===== config.mk =====
export PLATFORM = sky130hd
export DESIGN_NAME = pen_scan_trigger
export DESIGN_NICKNAME = d
export VERILOG_FILES = /design/src/rtl/pst_pkg.sv /design/src/rtl/pst_sync.sv /design/src/rtl/pst_timer.sv /design/src/rtl/pst_ctrl.sv /design/src/rtl/pen_scan_trigger.sv
export SDC_FILE = /design/constraint.sdc
export NUM_CORES = 1
export LEC_CHECK = 0
export ABC_AREA = 1
export BUFFER_PORTS_ARGS = -buffer_cell sky130_fd_sc_hd__clkbuf_2
export CAP_MARGIN = 0
export CORE_ASPECT_RATIO = 2
export CORE_MARGIN = 8
export CORE_UTILIZATION = 50
export CTS_CLUSTER_SIZE = 16
export DETAILED_ROUTE_END_ITERATION = 10
export GPL_TIMING_DRIVEN = 0
export PLACE_DENSITY_LB_ADDON = 0.15
export SETUP_SLACK_MARGIN = 0.5
export SLEW_MARGIN = 5
export SYNTH_ARGS = -nofsm -noshare
export SYNTH_HDL_FRONTEND = slang
export SYNTH_SLANG_ARGS = --single-unit

===== constraint.sdc =====
create_clock -name clk -period 2.5 [get_ports clk]
set_input_delay 0.25 -clock clk [delete_from_list [all_inputs] [get_ports clk]]
set_output_delay 0.25 -clock clk [all_outputs]
set_load 0.005 [all_outputs]

===== src/rtl/pst_pkg.sv =====
package pst_pkg;
   typedef enum logic [1:0] {
      ST_OFF   = 2'd0,
      ST_ARMED = 2'd1,
      ST_SCAN  = 2'd2,
      ST_HOLD  = 2'd3
   } pst_state_e;
endpackage


===== src/rtl/pst_sync.sv =====
module pst_sync #(
   parameter int STAGES = 2
) (
   input  logic clk,
   input  logic rst_n,
   input  logic din_n,
   output logic active
);
   logic [STAGES-1:0] sr;

   generate
      if (STAGES < 2) begin : g_bad_stages
         $error("pst_sync: STAGES must be at least 2");
      end
   endgenerate

   always_ff @(posedge clk or negedge rst_n) begin
      if (!rst_n) sr <= '1;
      else        sr <= {sr[STAGES-2:0], din_n};
   end

   assign active = ~sr[STAGES-1];
endmodule


===== src/rtl/pst_timer.sv =====
module pst_timer #(
   parameter int CLKS_PER_US = 100,
   parameter int US_PER_MS   = 1000,
   parameter int W           = 16,
   parameter bit ROUND_MS    = 1'b0
) (
   input  logic         clk,
   input  logic         rst_n,
   input  logic         load,
   input  logic         cancel,
   input  logic [W-1:0] dur_us,
   output logic         expire
);
   localparam int EW = W + 1;
   localparam int CW = (CLKS_PER_US > 1) ? $clog2(CLKS_PER_US) : 1;

   logic          busy;
   logic [CW-1:0] cyc;
   logic [EW-1:0] elapsed;
   logic [EW-1:0] e_nx;
   logic [W-1:0]  dur_q;
   logic          us_tick;
   logic          ms_edge;
   logic          done;

   assign us_tick = busy && (cyc == CW'(CLKS_PER_US - 1));
   assign e_nx    = elapsed + EW'(1);

   generate
      if (ROUND_MS) begin : g_round
         localparam int PW = (US_PER_MS > 1) ? $clog2(US_PER_MS) : 1;
         logic [PW-1:0] phase;
         assign ms_edge = (phase == PW'(US_PER_MS - 1));
         always_ff @(posedge clk or negedge rst_n) begin
            if (!rst_n)                phase <= '0;
            else if (cancel || load)   phase <= '0;
            else if (us_tick)          phase <= ms_edge ? '0 : phase + PW'(1);
         end
      end else begin : g_exact
         assign ms_edge = 1'b1;
      end
   endgenerate

   assign done = us_tick && ms_edge && (e_nx >= {1'b0, dur_q});

   always_ff @(posedge clk or negedge rst_n) begin
      if (!rst_n) begin
         busy    <= 1'b0;
         cyc     <= '0;
         elapsed <= '0;
         dur_q   <= '0;
         expire  <= 1'b0;
      end else begin
         expire <= 1'b0;
         if (cancel) begin
            busy <= 1'b0;
         end else if (load) begin
            busy    <= 1'b1;
            cyc     <= '0;
            elapsed <= '0;
            dur_q   <= dur_us;
         end else if (busy) begin
            if (us_tick) begin
               cyc     <= '0;
               elapsed <= e_nx;
               if (done) begin
                  busy   <= 1'b0;
                  expire <= 1'b1;
               end
            end else begin
               cyc <= cyc + CW'(1);
            end
         end
      end
   end

   // an expiry ends the countdown and lasts one cycle
   a_r6_expire_idle: assert property (@(posedge clk) disable iff (!rst_n)
      expire |-> !busy);
   a_r6_expire_single: assert property (@(posedge clk) disable iff (!rst_n)
      expire |=> !expire);
endmodule


===== src/rtl/pst_ctrl.sv =====
module pst_ctrl
   import pst_pkg::*;
#(
   parameter int XCNT_W = 4
) (
   input  logic clk,
   input  logic rst_n,
   input  logic enable,
   input  logic pen_act,
   input  logic scan_done,
   input  logic settle_pos,
   input  logic settle_exp,
   input  logic osh_exp,
   output logic settle_load,
   output logic settle_cancel,
   output logic osh_load,
   output logic osh_cancel,
   output logic scan_trig,
   output logic irq_masked
);
   pst_state_e        state, state_nx;
   logic [XCNT_W-1:0] xcnt;
   logic              trig_nx;
   logic              cnt_clr;
   logic              cnt_inc;
   logic              rearm;

   always_comb begin
      state_nx      = state;
      trig_nx       = 1'b0;
      settle_load   = 1'b0;
      settle_cancel = 1'b0;
      osh_cancel    = 1'b0;
      cnt_clr       = 1'b0;
      cnt_inc       = 1'b0;
      rearm         = 1'b0;
      if (!enable) begin
         state_nx      = ST_OFF;
         settle_cancel = 1'b1;
         osh_cancel    = 1'b1;
      end else begin
         unique case (state)
            ST_OFF:   state_nx = ST_ARMED;
            ST_ARMED: begin
               if (pen_act) begin
                  osh_cancel = 1'b1;
                  cnt_clr    = 1'b1;
                  trig_nx    = 1'b1;
                  state_nx   = ST_SCAN;
               end else if (osh_exp) begin
                  cnt_inc  = 1'b1;
                  trig_nx  = 1'b1;
                  state_nx = ST_SCAN;
               end
            end
            ST_SCAN: begin
               if (scan_done) begin
                  if (settle_pos) begin
                     settle_load = 1'b1;
                     state_nx    = ST_HOLD;
                  end else begin
                     rearm = 1'b1;
                  end
               end
            end
            ST_HOLD:  if (settle_exp) rearm = 1'b1;
            default:  state_nx = ST_OFF;
         endcase
         if (rearm) state_nx = ST_ARMED;
      end
   end

   assign osh_load   = rearm && (xcnt == '0);
   assign irq_masked = (state != ST_ARMED);

   always_ff @(posedge clk or negedge rst_n) begin
      if (!rst_n) begin
         state     <= ST_OFF;
         scan_trig <= 1'b0;
         xcnt      <= '0;
      end else begin
         state     <= state_nx;
         scan_trig <= trig_nx;
         if (cnt_clr)                     xcnt <= '0;
         else if (cnt_inc && xcnt != '1)  xcnt <= xcnt + XCNT_W'(1);
      end
   end

   // trigger is a single-cycle pulse
   a_r10_trig_single: assert property (@(posedge clk) disable iff (!rst_n)
      scan_trig |=> !scan_trig);
   // interrupt is masked while the trigger is out
   a_r3_trig_masked: assert property (@(posedge clk) disable iff (!rst_n)
      scan_trig |-> irq_masked);
   // triggers only come from the unmasked state
   a_r4_trig_from_armed: assert property (@(posedge clk) disable iff (!rst_n)
      scan_trig |-> $past(state) == ST_ARMED);
   // disabling masks one cycle later
   a_r2_disable_masks: assert property (@(posedge clk) disable iff (!rst_n)
      !enable |=> irq_masked);
endmodule


===== src/rtl/pen_scan_trigger.sv =====
module pen_scan_trigger #(
   parameter int CLKS_PER_US = 100,
   parameter int US_PER_MS   = 1000,
   parameter int TIME_W      = 16,
   parameter int SYNC_STAGES = 2,
   parameter int XCNT_W      = 4
) (
   input  logic              clk,
   input  logic              rst_n,
   input  logic              enable,
   input  logic              pen_irq_n,
   input  logic              scan_done,
   input  logic [TIME_W-1:0] scan_interval_us,
   input  logic [TIME_W-1:0] scan_time_us,
   output logic              scan_trig,
   output logic              irq_masked
);
   generate
      if (CLKS_PER_US < 1) begin : g_bad_clk
         $error("pen_scan_trigger: CLKS_PER_US must be positive");
      end
      if (US_PER_MS < 1 || US_PER_MS > (1 << TIME_W)) begin : g_bad_ms
         $error("pen_scan_trigger: US_PER_MS out of range");
      end
      if (XCNT_W < 1) begin : g_bad_cnt
         $error("pen_scan_trigger: XCNT_W must be positive");
      end
   endgenerate

   logic              pen_act;
   logic              settle_pos;
   logic [TIME_W-1:0] settle_us;
   logic              settle_load, settle_cancel, settle_exp;
   logic              osh_load, osh_cancel, osh_exp;

   assign settle_pos = scan_interval_us > scan_time_us;
   assign settle_us  = scan_interval_us - scan_time_us;

   pst_sync #(.STAGES(SYNC_STAGES)) i_sync (
      .clk(clk), .rst_n(rst_n), .din_n(pen_irq_n), .active(pen_act));

   pst_timer #(.CLKS_PER_US(CLKS_PER_US), .US_PER_MS(US_PER_MS),
               .W(TIME_W), .ROUND_MS(1'b0)) i_settle (
      .clk(clk), .rst_n(rst_n), .load(settle_load), .cancel(settle_cancel),
      .dur_us(settle_us), .expire(settle_exp));

   pst_timer #(.CLKS_PER_US(CLKS_PER_US), .US_PER_MS(US_PER_MS),
               .W(TIME_W), .ROUND_MS(1'b1)) i_oneshot (
      .clk(clk), .rst_n(rst_n), .load(osh_load), .cancel(osh_cancel),
      .dur_us(scan_interval_us), .expire(osh_exp));

   pst_ctrl #(.XCNT_W(XCNT_W)) i_ctrl (
      .clk(clk), .rst_n(rst_n), .enable(enable), .pen_act(pen_act),
      .scan_done(scan_done), .settle_pos(settle_pos), .settle_exp(settle_exp),
      .osh_exp(osh_exp), .settle_load(settle_load), .settle_cancel(settle_cancel),
      .osh_load(osh_load), .osh_cancel(osh_cancel), .scan_trig(scan_trig),
      .irq_masked(irq_masked));
endmodule


Yosys cells after proc, flatten, opt, wreduce, memory -nomap -nowiden
Cells that the tools add are included.
{"block": "word_totals", "out_inout_bits": 2, "wordCells": 126, "in_bits": 37, "register_bits": 103}
{"block": "classes", "n_lt_le_gt_ge": 3, "reduce_logical": 23, "n_eq_ne": 12, "n_bitwise": 1, "add_sub_neg": 7, "muxes": 65}
{"operator": "$mux 17", "count": 6}
{"operator": "$mux 7", "count": 6}
{"operator": "$mux 1", "count": 40}
{"operator": "$add 17x1->17 const B", "count": 2}
{"operator": "$ge 17x16->1", "count": 2}
{"operator": "$mux 10", "count": 3}
{"operator": "$gt 16x16->1", "count": 1}
{"operator": "$sub 16x16->16", "count": 1}
{"operator": "$add 7x1->7 const B", "count": 2}
{"operator": "$eq 7x7->1 const B", "count": 2}
{"operator": "$mux 2", "count": 6}
{"operator": "$reduce_bool 2->1", "count": 6}
{"operator": "$add 10x1->10 const B", "count": 1}
{"operator": "$eq 10x10->1 const B", "count": 1}
{"operator": "$mux 4", "count": 2}
{"operator": "$reduce_and 2->1", "count": 4}
{"operator": "$logic_and 1x1->1", "count": 7}
{"operator": "$pmux 2 s3", "count": 1}
{"operator": "$reduce_and 3->1", "count": 2}
{"operator": "$ne 5x1->1 const B", "count": 1}
{"operator": "$ne 5x4->1 const B", "count": 1}
{"operator": "$add 4x1->4 const B", "count": 1}
{"operator": "$eq 2x2->1 const B", "count": 2}
{"operator": "$logic_not 4->1", "count": 1}
{"operator": "other kinds (10)", "count": 10}

Longest topological paths before layout
{"block": "depth", "depth_word": 9, "ltp_mapped": 21, "ltp_nobuf": 21}

Hierarchy
From an unflattened synthesis, not the netlist that was laid out.
{"block": "unflattened", "cells_unflattened": 976, "area_unflattened_um2": 7218.2}
{"mod": "pst_timer (i_oneshot)", "instances": 1, "cells_each": 387, "area_per_inst_um2": 3065.4}
{"mod": "pst_timer (i_settle)", "instances": 1, "cells_each": 296, "area_per_inst_um2": 2424.8}
{"mod": "pen_scan_trigger", "instances": 1, "cells_each": 220, "area_per_inst_um2": 1124.8}
{"mod": "pst_ctrl", "instances": 1, "cells_each": 70, "area_per_inst_um2": 546.8}
{"mod": "pst_sync", "instances": 1, "cells_each": 3, "area_per_inst_um2": 56.3}

Worst setup path before layout
Ideal clock, no wire load.
{"block": "synth_path", "path_kind": "register to register", "start": "register i_oneshot.elapsed[0]", "end": "register i_oneshot.expire", "stages_incl_launch_ff": 18, "slack_ns": -0.003, "period_less_slack_ns": 2.503, "n_path_buf": 0, "arrival_ns": 2.431, "path_cell_list": "dfrtp_1 -> ha_1 -> nand3_1 -> nand3b_1 -> nor2_1 -> nand3_1 -> nor2_1 -> xnor2_1 -> inv_1 -> ha_1 -> inv_1 -> nor3_1 -> nand4_1 -> o21bai_1 -> nor2_1 -> nand2_1 -> nand2_1 -> nor2_1"}
{"block": "synth_between", "elab_chain_len": 8}
{"element": "start, declared", "line_no": "pst_timer.sv:19", "rtl": "logic [EW-1:0] elapsed;"}
{"element": "start signal, assigned", "line_no": "pst_timer.sv:65", "rtl": "elapsed <= e_nx;"}
{"element": "$add 17x1->17", "line_no": "pst_timer.sv:27", "rtl": "assign e_nx = elapsed + EW'(1);"}
{"element": "$ge 17x16->1", "line_no": "pst_timer.sv:44", "rtl": "assign done = us_tick && ms_edge && (e_nx >= {1'b0, dur_q});"}
{"element": "$logic_and 1x1->1", "line_no": "pst_timer.sv:44"}
{"element": "$mux 1", "line_no": "pst_timer.sv:66", "rtl": "if (done) begin"}
{"element": "$mux 1", "line_no": "pst_timer.sv:63", "rtl": "if (us_tick) begin"}
{"element": "$mux 1", "line_no": "pst_timer.sv:62", "rtl": "end else if (busy) begin"}
{"element": "$mux 1", "line_no": "pst_timer.sv:57", "rtl": "end else if (load) begin"}
{"element": "$mux 1", "line_no": "pst_timer.sv:55", "rtl": "if (cancel) begin"}
{"element": "end signal, assigned", "line_no": "pst_timer.sv:52", "rtl": "expire <= 1'b0;"}
{"element": "end signal, assigned", "line_no": "pst_timer.sv:54", "rtl": "expire <= 1'b0;"}
{"element": "end signal, assigned", "line_no": "pst_timer.sv:68", "rtl": "expire <= 1'b1;"}
{"element": "end, declared", "line_no": "pst_timer.sv:12", "rtl": "output logic expire"}
No other way between the ends.
A chain may end at the register's enable or synchronous reset.

Final worst setup path
{"block": "layout_path", "start": "register i_oneshot.elapsed[1]", "end": "register i_oneshot.expire"}
The elaborated chain is that of the path after synthesis.

==> flow_summary.yaml <==
sta:
  period_share_pct: 105
  slew_violations: 0
  finalHoldViolCount: 14
  whs_ps: -16.5
  fin_ws_ps: -131
  setup_viol: 3
  slew_headroom_pct: 43.4
  rsz0062_at_grt: "true"
  fin_tns_setup_ps: -266
  timing.fmax_mhz: 380
  fin_crit_ps: 2630
  fin_skew_ps: 9.66
  max_slew.worst_pin.slew_ps: 848
route:
  dr.pass1.iters: 4
  vias: 6053
  wl_um: 16300
  wire_per_inst_um: 13.7
  via_per_inst: 5.06
  drt_iter0_drc: 242
  remaining_drc_errors: 0
  ant_nets: 0
worst_setup_path:
  cp-startpoint: "i_oneshot.elapsed[1]"
  start_kind: "flop"
  path_common_cell: "nand2_1"
  cp_top_family: "simple AND/OR/NAND/NOR gates"
  path_buf_inv: 2
  rr_worst_depth: 18
  max_stage_delay_ps: 390
  endpoint: "i_oneshot.expire"
  r2r_setup_slack_ps: -130
  worst-path-stages: 18
  r2r-start: "i_oneshot.elapsed[1]"
  cp_data_required_time_ps: 2780
  critPathSlowestCell: "dfrtp_1"
  cp-end-kind: "flop"
  path_cells: "ha_4, nand3_2, nand3b_1, nor2_4, nand3_4, nor2_4, xnor2_2, inv_2, ha_4, inv_2, o31a_1, nand2_1, nand2_1, nand2_1, nand2_1, nand2_2, nand2_2, nor2_1"
  crit_arrival_ps: 2910
  crit_type: "flop to flop"
  critPathMaxFanout: 3
  reg2reg_to: "i_oneshot.expire"
floorplan:
  core_area_um2: 14200
  fp.dieArea_um2: 18600
  initial_core_util_pct: 50.4
  rows: 62
  die_y_um: 185
  pin_count: 39
  die_x_um: 101
global_routing:
  grt_pass1_vias: 5992
  grt_use_total_pct: 17.7
  grt_antenna_before_repair: 0
  overflow: 0
  grt_pass1_wl_um: 26900
  grt_max_degree: 104
clock_network:
  clockBufferDepth: 2
  cts_tree: "built"
  clk_latency_ps: 350
  path_clk_slew_ps: 70
  clockRootBuffer: "clkbuf_16"
  cts.sinks: 103
  numCtsBuffers: 9
  htree_levels: 3
final_layout:
  fillers: 1322
  final_layout_size_suffix_gt1_share_pct: 23.5
  area_growth_pct: 20.0
  nets: 1096
  n_antenna_cell: 0
  postLayoutCellArea_um2: 8590
synth:
  yosysWarnings: 0
  yosysMostFrequentCell: "nand2_1"
  yosysSeqAreaShare_pct: 36.0
  synth_cells: 916
  yosysTopAreaCellShare_pct: 35.3
  ys.flop_type: "dfrtp_1"
  synth_edf_count: 0
  synth_area_leaders: "dfrtp_1 (35%), nand2_1 (11%), ha_1 (10%), inv_1 (7.7%), xor2_1 (5.4%)"
  synth.avg_cell_area_um2: 7.82
  ys_types: 50
  netlist_area_um2: 7160
  yosys.area.top_type: "dfrtp_1"
  async_reset_ff_share_pct: 100
  synth_nets: 1013
  synth_common_cells: "nand2_1 (208), inv_1 (147), dfrtp_1 (101)"
  ys_ff_latch: 103
placed_design:
  gp_congestion: 0.844
  dpl_worst_slack_ps: -419
  dp_hpwl_um: 11600
  placement.cell_area_um2: 7660
  port_buffers: 37
power_and_ir_drop:
  ir_drop_uv: 393
  p_leak_uw: 0.00433
  powerDensity_nw_per_um2: 657
status:
  violations: "negative hold slack, negative setup slack"
  status: "complete, but fails checks"
min_path:
  hold_class: "input port to async pin"
job:
  maxCapViolCount: 0
[cell families after synthesis]
| family | count (synthesis) | synth area share [%] |
|---|---|---|
| compound gates | 125 | 10.3 |
| xor+xnor | 53 | 6.48 |
| fa+ha+maj | 60 | 10.6 |
| buf+inv | 166 | 9.52 |
| flops | 103 | 36.0 |
| simple gates | 409 | 27.1 |
[worst min path at each step]
stage              start                   to  slack (ps)  cells past startpoint
6_report           rst_n  i_settle.elapsed[4]         -20                      1
3_3_place_gp   pen_irq_n         i_sync.sr[0]         340                      1
3_5_place_dp   pen_irq_n         i_sync.sr[0]         340                      1
4_1_cts            rst_n  i_settle.elapsed[1]          40                      1
2_1_floorplan      rst_n     i_ctrl.scan_trig         -50                      0
5_1_grt            rst_n  i_settle.elapsed[5]          60                      1
[layout by cell type, fill, tap and decap left out, types with 3 or more instances in the layout]
master / synthesis / layout
ha_1: 59 / 46
buf_4: 3 / 30
nand2_4: 5 / 8
buf_6: 1 / 5
clkbuf_1: 5 / 6
nor3_4: 0 / 3
nand2_2: 20 / 37
nand3_1: 42 / 39
nand3_4: 2 / 4
nor2_2: 1 / 4
buf_2: 6 / 4
nand3b_1: 3 / 3
inv_1: 147 / 135
xor2_1: 44 / 39
ha_2: 0 / 4
dfrtp_1: 101 / 101
ha_4: 0 / 9
nor3_1: 11 / 8
inv_2: 2 / 14
nand2_1: 208 / 189
a21oi_1: 41 / 36
o21ai_2: 16 / 16
o22ai_1: 9 / 8
nor2_1: 77 / 67
o21ai_1: 11 / 14
nor2_4: 3 / 11
nor4_4: 1 / 3
clkbuf_2: 0 / 36
nor4_1: 5 / 3
xnor2_1: 9 / 8
nand4_1: 18 / 18
nand3_2: 3 / 5
a21oi_2: 0 / 5
xor2_2: 0 / 5
o21bai_1: 3 / 3
o21ai_0: 34 / 31
clkbuf_16: 0 / 10
[area by class of cell]
class / count / area (um^2) / area share (%)
multi-input cells: 650 / 4340 / 50.5
flip-flops and latches: 103 / 2580 / 30.0
inverters: 149 / 559 / 6.51
repair buffers: 69 / 462 / 5.37
clock buffers: 12 / 246 / 2.87
well taps: 192 / 240 / 2.80
plain buffers: 17 / 139 / 1.62
clock inverters: 4 / 28.8 / 0.335
[through the flow]
stage / std cells / utilization (%) / power (uW)
3_5_place_dp: 1145 / 54.0 / 4010
2_1_floorplan: 916 / - / 3560
6_report: 1196 / 60.5 / 5650
4_1_cts: 1178 / 57.9 / 5530
5_1_grt: 1196 / 60.5 / 6110
3_3_place_gp: 1145 / 53.9 / 3940
[power breakdown]
group / internal [uW] / switching, uW
combinational: 811 / 1210
sequential: 2040 / 241
clock: 707 / 640
[state kept, by name, indices dropped and copies added (netlist names)]
name	flops
i_settle.dur_q	16
i_ctrl.xcnt	4
i_settle.cyc	7
i_oneshot.elapsed	17
i_settle.elapsed	17
i_oneshot.busy	1
i_oneshot.dur_q	16
i_settle.expire	1
i_ctrl.state	2
i_sync.sr	2
i_ctrl.scan_trig	1
i_oneshot.expire	1
i_oneshot.g_round.phase	10
i_oneshot.cyc	7
i_settle.busy	1
[repair_timing]
action                                  CTS  global route
resized for setup                        32            55
pin swaps                                35            43
hold buffers                              1             0
endpoints found under the hold margin     1             0
setup buffers                            16            14
cloned                                    0             4
endpoints found under the setup margin   44            82
[layer usage]
layer  part of all wire, %  track usage, %
met4                   1.3            5.37
met1                    48            22.7
met2                    47            29.2
met5                     0               0
met3                   3.3            3.24
No activity file was read; power rests on OpenSTA's default activity.
